File: config.mk
export PLATFORM = sky130hd
export DESIGN_NAME = swt_cache
export DESIGN_NICKNAME = d
export VERILOG_FILES = /design/src/rtl/swt_pkg.sv /design/src/rtl/swt_rst_sync.sv /design/src/rtl/swt_line_store.sv /design/src/rtl/swt_ctrl.sv /design/src/rtl/swt_cache.sv
export SDC_FILE = /design/constraint.sdc
export NUM_CORES = 2
export LEC_CHECK = 0
export BUFFER_PORTS_ARGS = -buffer_cell sky130_fd_sc_hd__buf_2
export CORE_UTILIZATION = 26
export CTS_CLUSTER_SIZE = 20
export DETAILED_ROUTE_END_ITERATION = 10
export PLACE_DENSITY = 0.39
export SKIP_CTS_REPAIR_TIMING = 1
export SKIP_LAST_GASP = 1
export SLEW_MARGIN = 20
export SYNTH_ARGS = -nofsm -noshare
export SYNTH_HDL_FRONTEND = slang
export SYNTH_HIERARCHICAL = 1
export SYNTH_SLANG_ARGS = --single-unit
export TNS_END_PERCENT = 30
File: constraint.sdc
create_clock -name clk -period 9.2 [get_ports clk]
set_input_delay 1.38 -clock clk [delete_from_list [all_inputs] [get_ports clk]]
set_output_delay 1.38 -clock clk [all_outputs]
set_load 0.02 [all_outputs]
File: src/rtl/swt_pkg.sv
package swt_pkg;
  typedef enum logic [1:0] {
    ST_IDLE = 2'd0,
    ST_REQ  = 2'd1,
    ST_WAIT = 2'd2
  } swt_state_e;
endpackage

File: src/rtl/swt_rst_sync.sv
module swt_rst_sync (
  input  logic clk,
  input  logic rst_n,
  output logic rst_sync_n
);
  logic [1:0] sync_q;

  always_ff @(posedge clk or negedge rst_n) begin
    if (!rst_n) sync_q <= 2'b00;
    else        sync_q <= {sync_q[0], 1'b1};
  end

  assign rst_sync_n = sync_q[1];
endmodule

File: src/rtl/swt_line_store.sv
module swt_line_store #(
  parameter int IDX_W  = 6,
  parameter int TAG_W  = 4,
  parameter int DATA_W = 32,
  parameter int ID_W   = 2,
  parameter logic [ID_W-1:0] MY_ID = 1
) (
  input  logic              clk,
  input  logic              rst_n,
  input  logic [IDX_W-1:0]  rd_idx,
  output logic              rd_valid,
  output logic [TAG_W-1:0]  rd_tag,
  output logic [DATA_W-1:0] rd_data,
  input  logic              wr_en,
  input  logic [IDX_W-1:0]  wr_idx,
  input  logic [DATA_W-1:0] wr_data,
  input  logic              fill_en,
  input  logic [IDX_W-1:0]  fill_idx,
  input  logic [TAG_W-1:0]  fill_tag,
  input  logic [DATA_W-1:0] fill_data,
  input  logic              snp_wr,
  input  logic [IDX_W-1:0]  snp_idx,
  input  logic [TAG_W-1:0]  snp_tag,
  input  logic [ID_W-1:0]   snp_id
);
  localparam int LINES = 1 << IDX_W;

  logic [LINES-1:0]  valid_q, valid_nxt;
  logic [TAG_W-1:0]  tag_mem  [LINES];
  logic [DATA_W-1:0] data_mem [LINES];
  logic [TAG_W-1:0]  snp_cmp_tag;
  logic              snp_kill;

  assign rd_valid = valid_q[rd_idx];
  assign rd_tag   = tag_mem[rd_idx];
  assign rd_data  = data_mem[rd_idx];

  // Fill first, then snoop: compare against the tag the line will hold.
  always_comb begin
    valid_nxt = valid_q;
    if (fill_en) valid_nxt[fill_idx] = 1'b1;
    snp_cmp_tag = (fill_en && (fill_idx == snp_idx)) ? fill_tag : tag_mem[snp_idx];
    snp_kill = snp_wr && (snp_id != MY_ID) && valid_nxt[snp_idx] &&
               (snp_cmp_tag == snp_tag);
    if (snp_kill) valid_nxt[snp_idx] = 1'b0;
  end

  always_ff @(posedge clk or negedge rst_n) begin
    if (!rst_n) valid_q <= '0;
    else        valid_q <= valid_nxt;
  end

  always_ff @(posedge clk) begin
    if (fill_en) begin
      tag_mem[fill_idx]  <= fill_tag;
      data_mem[fill_idx] <= fill_data;
    end
    if (wr_en) data_mem[wr_idx] <= wr_data;
  end


  snoop_kill_chk: assert property (@(posedge clk) disable iff (!rst_n)
    (snp_wr && (snp_id != MY_ID) && !fill_en && valid_q[snp_idx] &&
     (tag_mem[snp_idx] == snp_tag)) |=> !valid_q[$past(snp_idx)]);


  own_id_chk: assert property (@(posedge clk) disable iff (!rst_n)
    (snp_wr && (snp_id == MY_ID) && !fill_en) |=> $stable(valid_q));


  fill_race_chk: assert property (@(posedge clk) disable iff (!rst_n)
    (fill_en && snp_wr && (snp_id != MY_ID) && (snp_idx == fill_idx) &&
     (snp_tag == fill_tag)) |=> !valid_q[$past(fill_idx)]);
endmodule

File: src/rtl/swt_ctrl.sv
module swt_ctrl
  import swt_pkg::*;
#(
  parameter int ADDR_W = 10,
  parameter int IDX_W  = 6,
  parameter int DATA_W = 32
) (
  input  logic              clk,
  input  logic              rst_n,
  input  logic              cpu_req,
  input  logic              cpu_we,
  input  logic [ADDR_W-1:0] cpu_addr,
  input  logic [DATA_W-1:0] cpu_wdata,
  output logic              cpu_ready,
  output logic              cpu_rvalid,
  output logic [DATA_W-1:0] cpu_rdata,
  output logic              bus_req,
  input  logic              bus_gnt,
  output logic              bus_we,
  output logic [ADDR_W-1:0] bus_addr,
  output logic [DATA_W-1:0] bus_wdata,
  input  logic              bus_rvalid,
  input  logic [DATA_W-1:0] bus_rdata,
  input  logic                    rd_valid,
  input  logic [ADDR_W-IDX_W-1:0] rd_tag,
  input  logic [DATA_W-1:0]       rd_data,
  output logic              wr_en,
  output logic              fill_en
);
  swt_state_e        st_q, st_nxt;
  logic              rv_q, rv_nxt;
  logic [DATA_W-1:0] rd_q, rd_nxt;
  logic              lat_we_q;
  logic [ADDR_W-1:0] lat_addr_q;
  logic [DATA_W-1:0] lat_wdata_q;
  logic              accept, hit, lat_en;

  assign accept = cpu_req && (st_q == ST_IDLE);
  assign hit    = rd_valid && (rd_tag == cpu_addr[ADDR_W-1:IDX_W]);
  assign lat_en = accept && (cpu_we || !hit);

  always_comb begin
    st_nxt  = st_q;
    rv_nxt  = 1'b0;
    rd_nxt  = rd_q;
    wr_en   = 1'b0;
    fill_en = 1'b0;
    unique case (st_q)
      ST_IDLE: if (accept) begin
        if (!cpu_we && hit) begin
          rv_nxt = 1'b1;
          rd_nxt = rd_data;
        end else begin
          st_nxt = ST_REQ;
        end
        wr_en = cpu_we && hit;
      end
      ST_REQ:  if (bus_gnt) st_nxt = lat_we_q ? ST_IDLE : ST_WAIT;
      ST_WAIT: if (bus_rvalid) begin
        fill_en = 1'b1;
        rv_nxt  = 1'b1;
        rd_nxt  = bus_rdata;
        st_nxt  = ST_IDLE;
      end
      default: st_nxt = ST_IDLE;
    endcase
  end

  always_ff @(posedge clk or negedge rst_n) begin
    if (!rst_n) begin
      st_q        <= ST_IDLE;
      rv_q        <= 1'b0;
      rd_q        <= '0;
      lat_we_q    <= 1'b0;
      lat_addr_q  <= '0;
      lat_wdata_q <= '0;
    end else begin
      st_q <= st_nxt;
      rv_q <= rv_nxt;
      rd_q <= rd_nxt;
      if (lat_en) begin
        lat_we_q    <= cpu_we;
        lat_addr_q  <= cpu_addr;
        lat_wdata_q <= cpu_wdata;
      end
    end
  end

  assign cpu_ready  = (st_q == ST_IDLE);
  assign cpu_rvalid = rv_q;
  assign cpu_rdata  = rd_q;
  assign bus_req    = (st_q == ST_REQ);
  assign bus_we     = lat_we_q;
  assign bus_addr   = lat_addr_q;
  assign bus_wdata  = lat_wdata_q;


  bus_hold_chk: assert property (@(posedge clk) disable iff (!rst_n)
    (bus_req && !bus_gnt) |=> (bus_req && $stable(bus_addr) &&
                               $stable(bus_we) && $stable(bus_wdata)));


  hit_local_chk: assert property (@(posedge clk) disable iff (!rst_n)
    (cpu_req && cpu_ready && !cpu_we && hit) |=>
      (cpu_rvalid && !bus_req && (cpu_rdata == $past(rd_data))));


  fill_ret_chk: assert property (@(posedge clk) disable iff (!rst_n)
    (!cpu_ready && !bus_req && bus_rvalid) |=>
      (cpu_rvalid && cpu_ready && (cpu_rdata == $past(bus_rdata))));


  write_thru_chk: assert property (@(posedge clk) disable iff (!rst_n)
    (cpu_req && cpu_ready && cpu_we) |=>
      (bus_req && bus_we && !cpu_ready && (bus_addr == $past(cpu_addr)) &&
       (bus_wdata == $past(cpu_wdata))));
endmodule

File: src/rtl/swt_cache.sv
module swt_cache #(
  parameter int ADDR_W = 10,
  parameter int IDX_W  = 6,
  parameter int DATA_W = 32,
  parameter int ID_W   = 2,
  parameter logic [ID_W-1:0] MY_ID = 1
) (
  input  logic              clk,
  input  logic              rst_n,
  input  logic              cpu_req,
  input  logic              cpu_we,
  input  logic [ADDR_W-1:0] cpu_addr,
  input  logic [DATA_W-1:0] cpu_wdata,
  output logic              cpu_ready,
  output logic              cpu_rvalid,
  output logic [DATA_W-1:0] cpu_rdata,
  output logic              bus_req,
  input  logic              bus_gnt,
  output logic              bus_we,
  output logic [ADDR_W-1:0] bus_addr,
  output logic [DATA_W-1:0] bus_wdata,
  output logic [ID_W-1:0]   bus_id,
  input  logic              bus_rvalid,
  input  logic [DATA_W-1:0] bus_rdata,
  input  logic              snp_wr,
  input  logic [ADDR_W-1:0] snp_addr,
  input  logic [ID_W-1:0]   snp_id
);
  localparam int TAG_W = ADDR_W - IDX_W;

  logic              rst_i_n;
  logic              rd_valid, wr_en, fill_en;
  logic [TAG_W-1:0]  rd_tag;
  logic [DATA_W-1:0] rd_data;

  assign bus_id = MY_ID;

  swt_rst_sync u_rst (
    .clk(clk), .rst_n(rst_n), .rst_sync_n(rst_i_n)
  );

  swt_ctrl #(.ADDR_W(ADDR_W), .IDX_W(IDX_W), .DATA_W(DATA_W)) u_ctrl (
    .clk(clk), .rst_n(rst_i_n),
    .cpu_req(cpu_req), .cpu_we(cpu_we), .cpu_addr(cpu_addr),
    .cpu_wdata(cpu_wdata), .cpu_ready(cpu_ready), .cpu_rvalid(cpu_rvalid),
    .cpu_rdata(cpu_rdata), .bus_req(bus_req), .bus_gnt(bus_gnt),
    .bus_we(bus_we), .bus_addr(bus_addr), .bus_wdata(bus_wdata),
    .bus_rvalid(bus_rvalid), .bus_rdata(bus_rdata),
    .rd_valid(rd_valid), .rd_tag(rd_tag), .rd_data(rd_data),
    .wr_en(wr_en), .fill_en(fill_en)
  );

  swt_line_store #(
    .IDX_W(IDX_W), .TAG_W(TAG_W), .DATA_W(DATA_W), .ID_W(ID_W), .MY_ID(MY_ID)
  ) u_store (
    .clk(clk), .rst_n(rst_i_n),
    .rd_idx(cpu_addr[IDX_W-1:0]), .rd_valid(rd_valid), .rd_tag(rd_tag),
    .rd_data(rd_data),
    .wr_en(wr_en), .wr_idx(cpu_addr[IDX_W-1:0]), .wr_data(cpu_wdata),
    .fill_en(fill_en), .fill_idx(bus_addr[IDX_W-1:0]),
    .fill_tag(bus_addr[ADDR_W-1:IDX_W]), .fill_data(bus_rdata),
    .snp_wr(snp_wr), .snp_idx(snp_addr[IDX_W-1:0]),
    .snp_tag(snp_addr[ADDR_W-1:IDX_W]), .snp_id(snp_id)
  );
endmodule

==> results.json <==
{
  "core_area_um2": 475500,
  "grt_start_max_net_pins": 109,
  "tns_ns": 0,
  "root_buffer": "clkbuf_16",
  "cp_slowest_cell": "nor2_1",
  "worstMarginPinSlew_ns": 1.163,
  "drtIter0Drc": 7235,
  "synth_edf_count": 2304,
  "nets": 7118,
  "multi_input_area_um2": 48780,
  "path_clk_slew_ns": 0.06,
  "portBuffers": 170,
  "antenna_found_initial": 57,
  "grt.total_usage_pct": 20.26,
  "crit_path_end_kind": "register",
  "rsz0062_at_grt": "no",
  "final_max_slew_viol_count": 0,
  "drt_pass1_iterations": 5,
  "post-route-period-util_pct": 76.67,
  "syn2layout_area_growth_pct": 15.80,
  "worst-path-buf-inv": 2,
  "first_global_vias": 73400,
  "crit_path_frequent_cell": "nor2_1",
  "grt-ovfl-total": 0,
  "row_count": 253,
  "ys_types": 91,
  "yosys_warnings": 6,
  "place_hpwl_um": 302000,
  "fp.dieW_um": 693.7,
  "syn_area_um2": 124400,
  "place_area_um2": 134100,
  "die_area_um2": 481200,
  "fmax_ghz": 0.1418,
  "wl_per_cell_um": 36.52,
  "grt_pass1_wl_um": 673000,
  "timing_hold_violations_final": 0,
  "viasPerCell": 5.208,
  "crit_family": "simple AND/OR/NAND/NOR gates",
  "htreeDepth": 5,
  "cap_violations": 0,
  "r2r_start": "u_ctrl/st_q[0]$_DFFE_PN0P_",
  "synthCells": 7114,
  "async_flop_share_pct": 5.882,
  "clk_latency_ns": 0.96,
  "cts_sinks": 2448,
  "finalWirelength_um": 499500,
  "leakagePower_nw": 45.94,
  "cp.arrival_ns": 7.82,
  "cts_buffers": 317,
  "crit_path_start_kind": "register",
  "final_area_um2": 144000,
  "ant_nets": 0,
  "synth-seq-cells": 2448,
  "start_util_pct": 26.16,
  "cts_tree": "built",
  "filler_cell_count": 46640,
  "relSlewSlack_pct": 22.16,
  "cp_max_fo": 45,
  "seq_area_um2": 72800,
  "syn_avg_cell_area_um2": 17.49,
  "slowest_delay_ns": 1.06,
  "rrSetupSlack_ns": 2.15,
  "pin_count": 173,
  "drive_gt1_share_pct": 57.29,
  "gp_congestion": 0.7998,
  "hp-class": "primary input to async pin",
  "yosysSeqAreaShare_pct": 58.51,
  "cts_max_path_buffers": 4,
  "die_y_um": 693.7,
  "synth_ff_type": "edfxtp_1",
  "finClkSkew_ns": 0.06130,
  "ir_drop_mv": 0.1536,
  "setup_viol": 0,
  "worstRegToRegCells": 12,
  "crit_chain": "nor2b_4, nand2_1, inv_1, nand4bb_2, nor2_1, nor2_1, a2111o_1, o21a_1, nor4_1, and3_2, buf_4, a41oi_1",
  "period_needed_ns": 7.054,
  "syn-num-nets": 7207,
  "dr_total_vias": 71229,
  "powerDensity_nw_per_um2": 200.2,
  "critPathKind": "register to register",
  "status": "completed",
  "crit_required_ns": 9.96,
  "r2r_end": "u_store/valid_q[50]$_DFF_PN0_",
  "drc": 0
}
per-stage QoR:
| step | setup slack (ns) | hold slack, ns | utilization [%] | cells | total power [mW] |
|---|---|---|---|---|---|
| 2_1_floorplan | 1.198 | 0.3312 | - | 7114 | 15.37 |
| 3_3_place_gp | 0.6498 | 0.3367 | 28.15 | 13070 | 16.97 |
| 3_5_place_dp | 1.167 | 0.3403 | 28.21 | 13081 | 17.02 |
| 4_1_cts | 2.154 | 0.1520 | 30.28 | 13656 | 29.28 |
| 5_1_grt | 1.953 | 0.1816 | 30.29 | 13657 | 29.83 |
| 6_report | 2.146 | 0.2278 | 30.30 | 13678 | 28.84 |
per-layer routing:
metal | GRT usage (%) | wire length (um) | vias up | part of all wire (%)
met3 | 2.762 | 25210 | 537 | 5.0
met2 | 33.65 | 239200 | 2368 | 48
li1 | - | - | 28586 | -
met5 | 0 | 8 | - | 0.0016
met1 | 28.23 | 224000 | 39736 | 45
met4 | 4.150 | 11110 | 2 | 2.2
registers in the layout, summed over array words and instances, names as in the netlist:
| signal | count |
|---|---|
| u_store/tag_mem | 256 |
| u_ctrl/bus_we | 1 |
| u_store/valid_q | 64 |
| u_rst/sync_q | 2 |
| u_ctrl/st_q | 2 |
| u_ctrl/bus_addr | 10 |
| u_ctrl/cpu_rvalid | 1 |
| u_ctrl/bus_wdata | 32 |
| u_store/data_mem | 2048 |
| u_ctrl/cpu_rdata | 32 |
how the worst max path moves through the flow:
stage / from / to / slack (ns) / cells past startpoint
floorplan: cpu_addr[0] / u_store/data_mem[56][0]$_DFFE_PP_ / 1.20 / 19
global placement: cpu_addr[0] / u_store/data_mem[56][12]$_DFFE_PP_ / 0.65 / 16
detailed placement: cpu_addr[0] / u_store/data_mem[56][12]$_DFFE_PP_ / 1.17 / 16
CTS: cpu_addr[0] / u_store/data_mem[56][12]$_DFFE_PP_ / 2.15 / 16
global route: cpu_addr[0] / u_store/data_mem[56][13]$_DFFE_PP_ / 1.95 / 16
finish: u_ctrl/st_q[0]$_DFFE_PN0P_ / u_store/valid_q[50]$_DFF_PN0_ / 2.15 / 12
cell usage in the layout (no fill, tap or decap), drive strengths merged, types with 6 or more instances in the layout:
master and n:
a221o 8, o22ai 23, and2 6, a21oi 28, nor3b 10, mux2i 40, a22oi 24, nand2 86
buf 540, nor2b 11, clkinv 117, mux2 2179, clkinvlp 7, o21ai 61, a211oi 7, a2111oi 9
diode 22, nand2b 10, edfxtp 2304, nor3 22, dfrtp 144, a221oi 10, a41oi 66, nor2 156
bufinv 12, inv 21, or2 15, nand3 10, mux4 799, clkbuf 431, nand3b 12
logic make-up (layout without fill, tap and decap cells):
group / Yosys count / count (layout) / share of synthesized area, %
AO/OA/AOI/OAI: 291 / 291 / 2.059
multiplexers: 3018 / 3018 / 34.73
AND/OR/NAND/NOR: 385 / 385 / 1.531
flip-flops: 2448 / 2448 / 58.51
XOR/XNOR: 8 / 8 / 0.05632
buffers and inverters: 961 / 1128 / 3.103
other: 3 / 25 / 0.009052
synthesized netlist by cell type (all sizes together), types with 22 or more instances:
master	count	area share [%]
dfrtp	144	2.9
nand2	86	0.26
o22ai	23	0.12
buf	285	1.1
a41oi	66	0.77
a21oi	28	0.11
a22oi	24	0.15
mux2	2179	20
edfxtp	2304	56
mux4	799	14
o21ai	61	0.25
nor2	156	0.47
clkbuf	663	2.0
mux2i	40	0.32
nor3	22	0.089
layout make-up:
type                            instances  share of cell area (%)
Multi-Input combinational cell       3705                   33.86
Clock buffer                          431                   6.056
Timing Repair Buffer                  540                   3.140
Sequential cell                      2448                   50.54
Tap cell                             6375                   5.537
Inverter                               13                 0.03561
Clock inverter                        144                  0.7939
Antenna cell                           22                 0.03822
worst reg2reg max path: stages, from the launching register on:
cell       delay [ns]
dfrtp_1          0.42
nor2b_4          0.76
nand2_1          0.40
inv_1            0.71
nand4bb_2        0.88
nor2_1           1.06
nor2_1           0.17
a2111o_1         0.46
o21a_1           0.18
nor4_1           0.24
and3_2           0.65
buf_4            0.73
a41oi_1          0.22
power breakdown:
part	total (mW)	internal [mW]	switching [mW]	leakage, nW
clock network	12.1	6.98	5.12	4.82
logic	3.85	1.47	2.38	18.6
registers	12.9	12.7	0.231	22.5
total	28.8	21.1	7.73	45.9
Power figures use the tool's default switching activity.
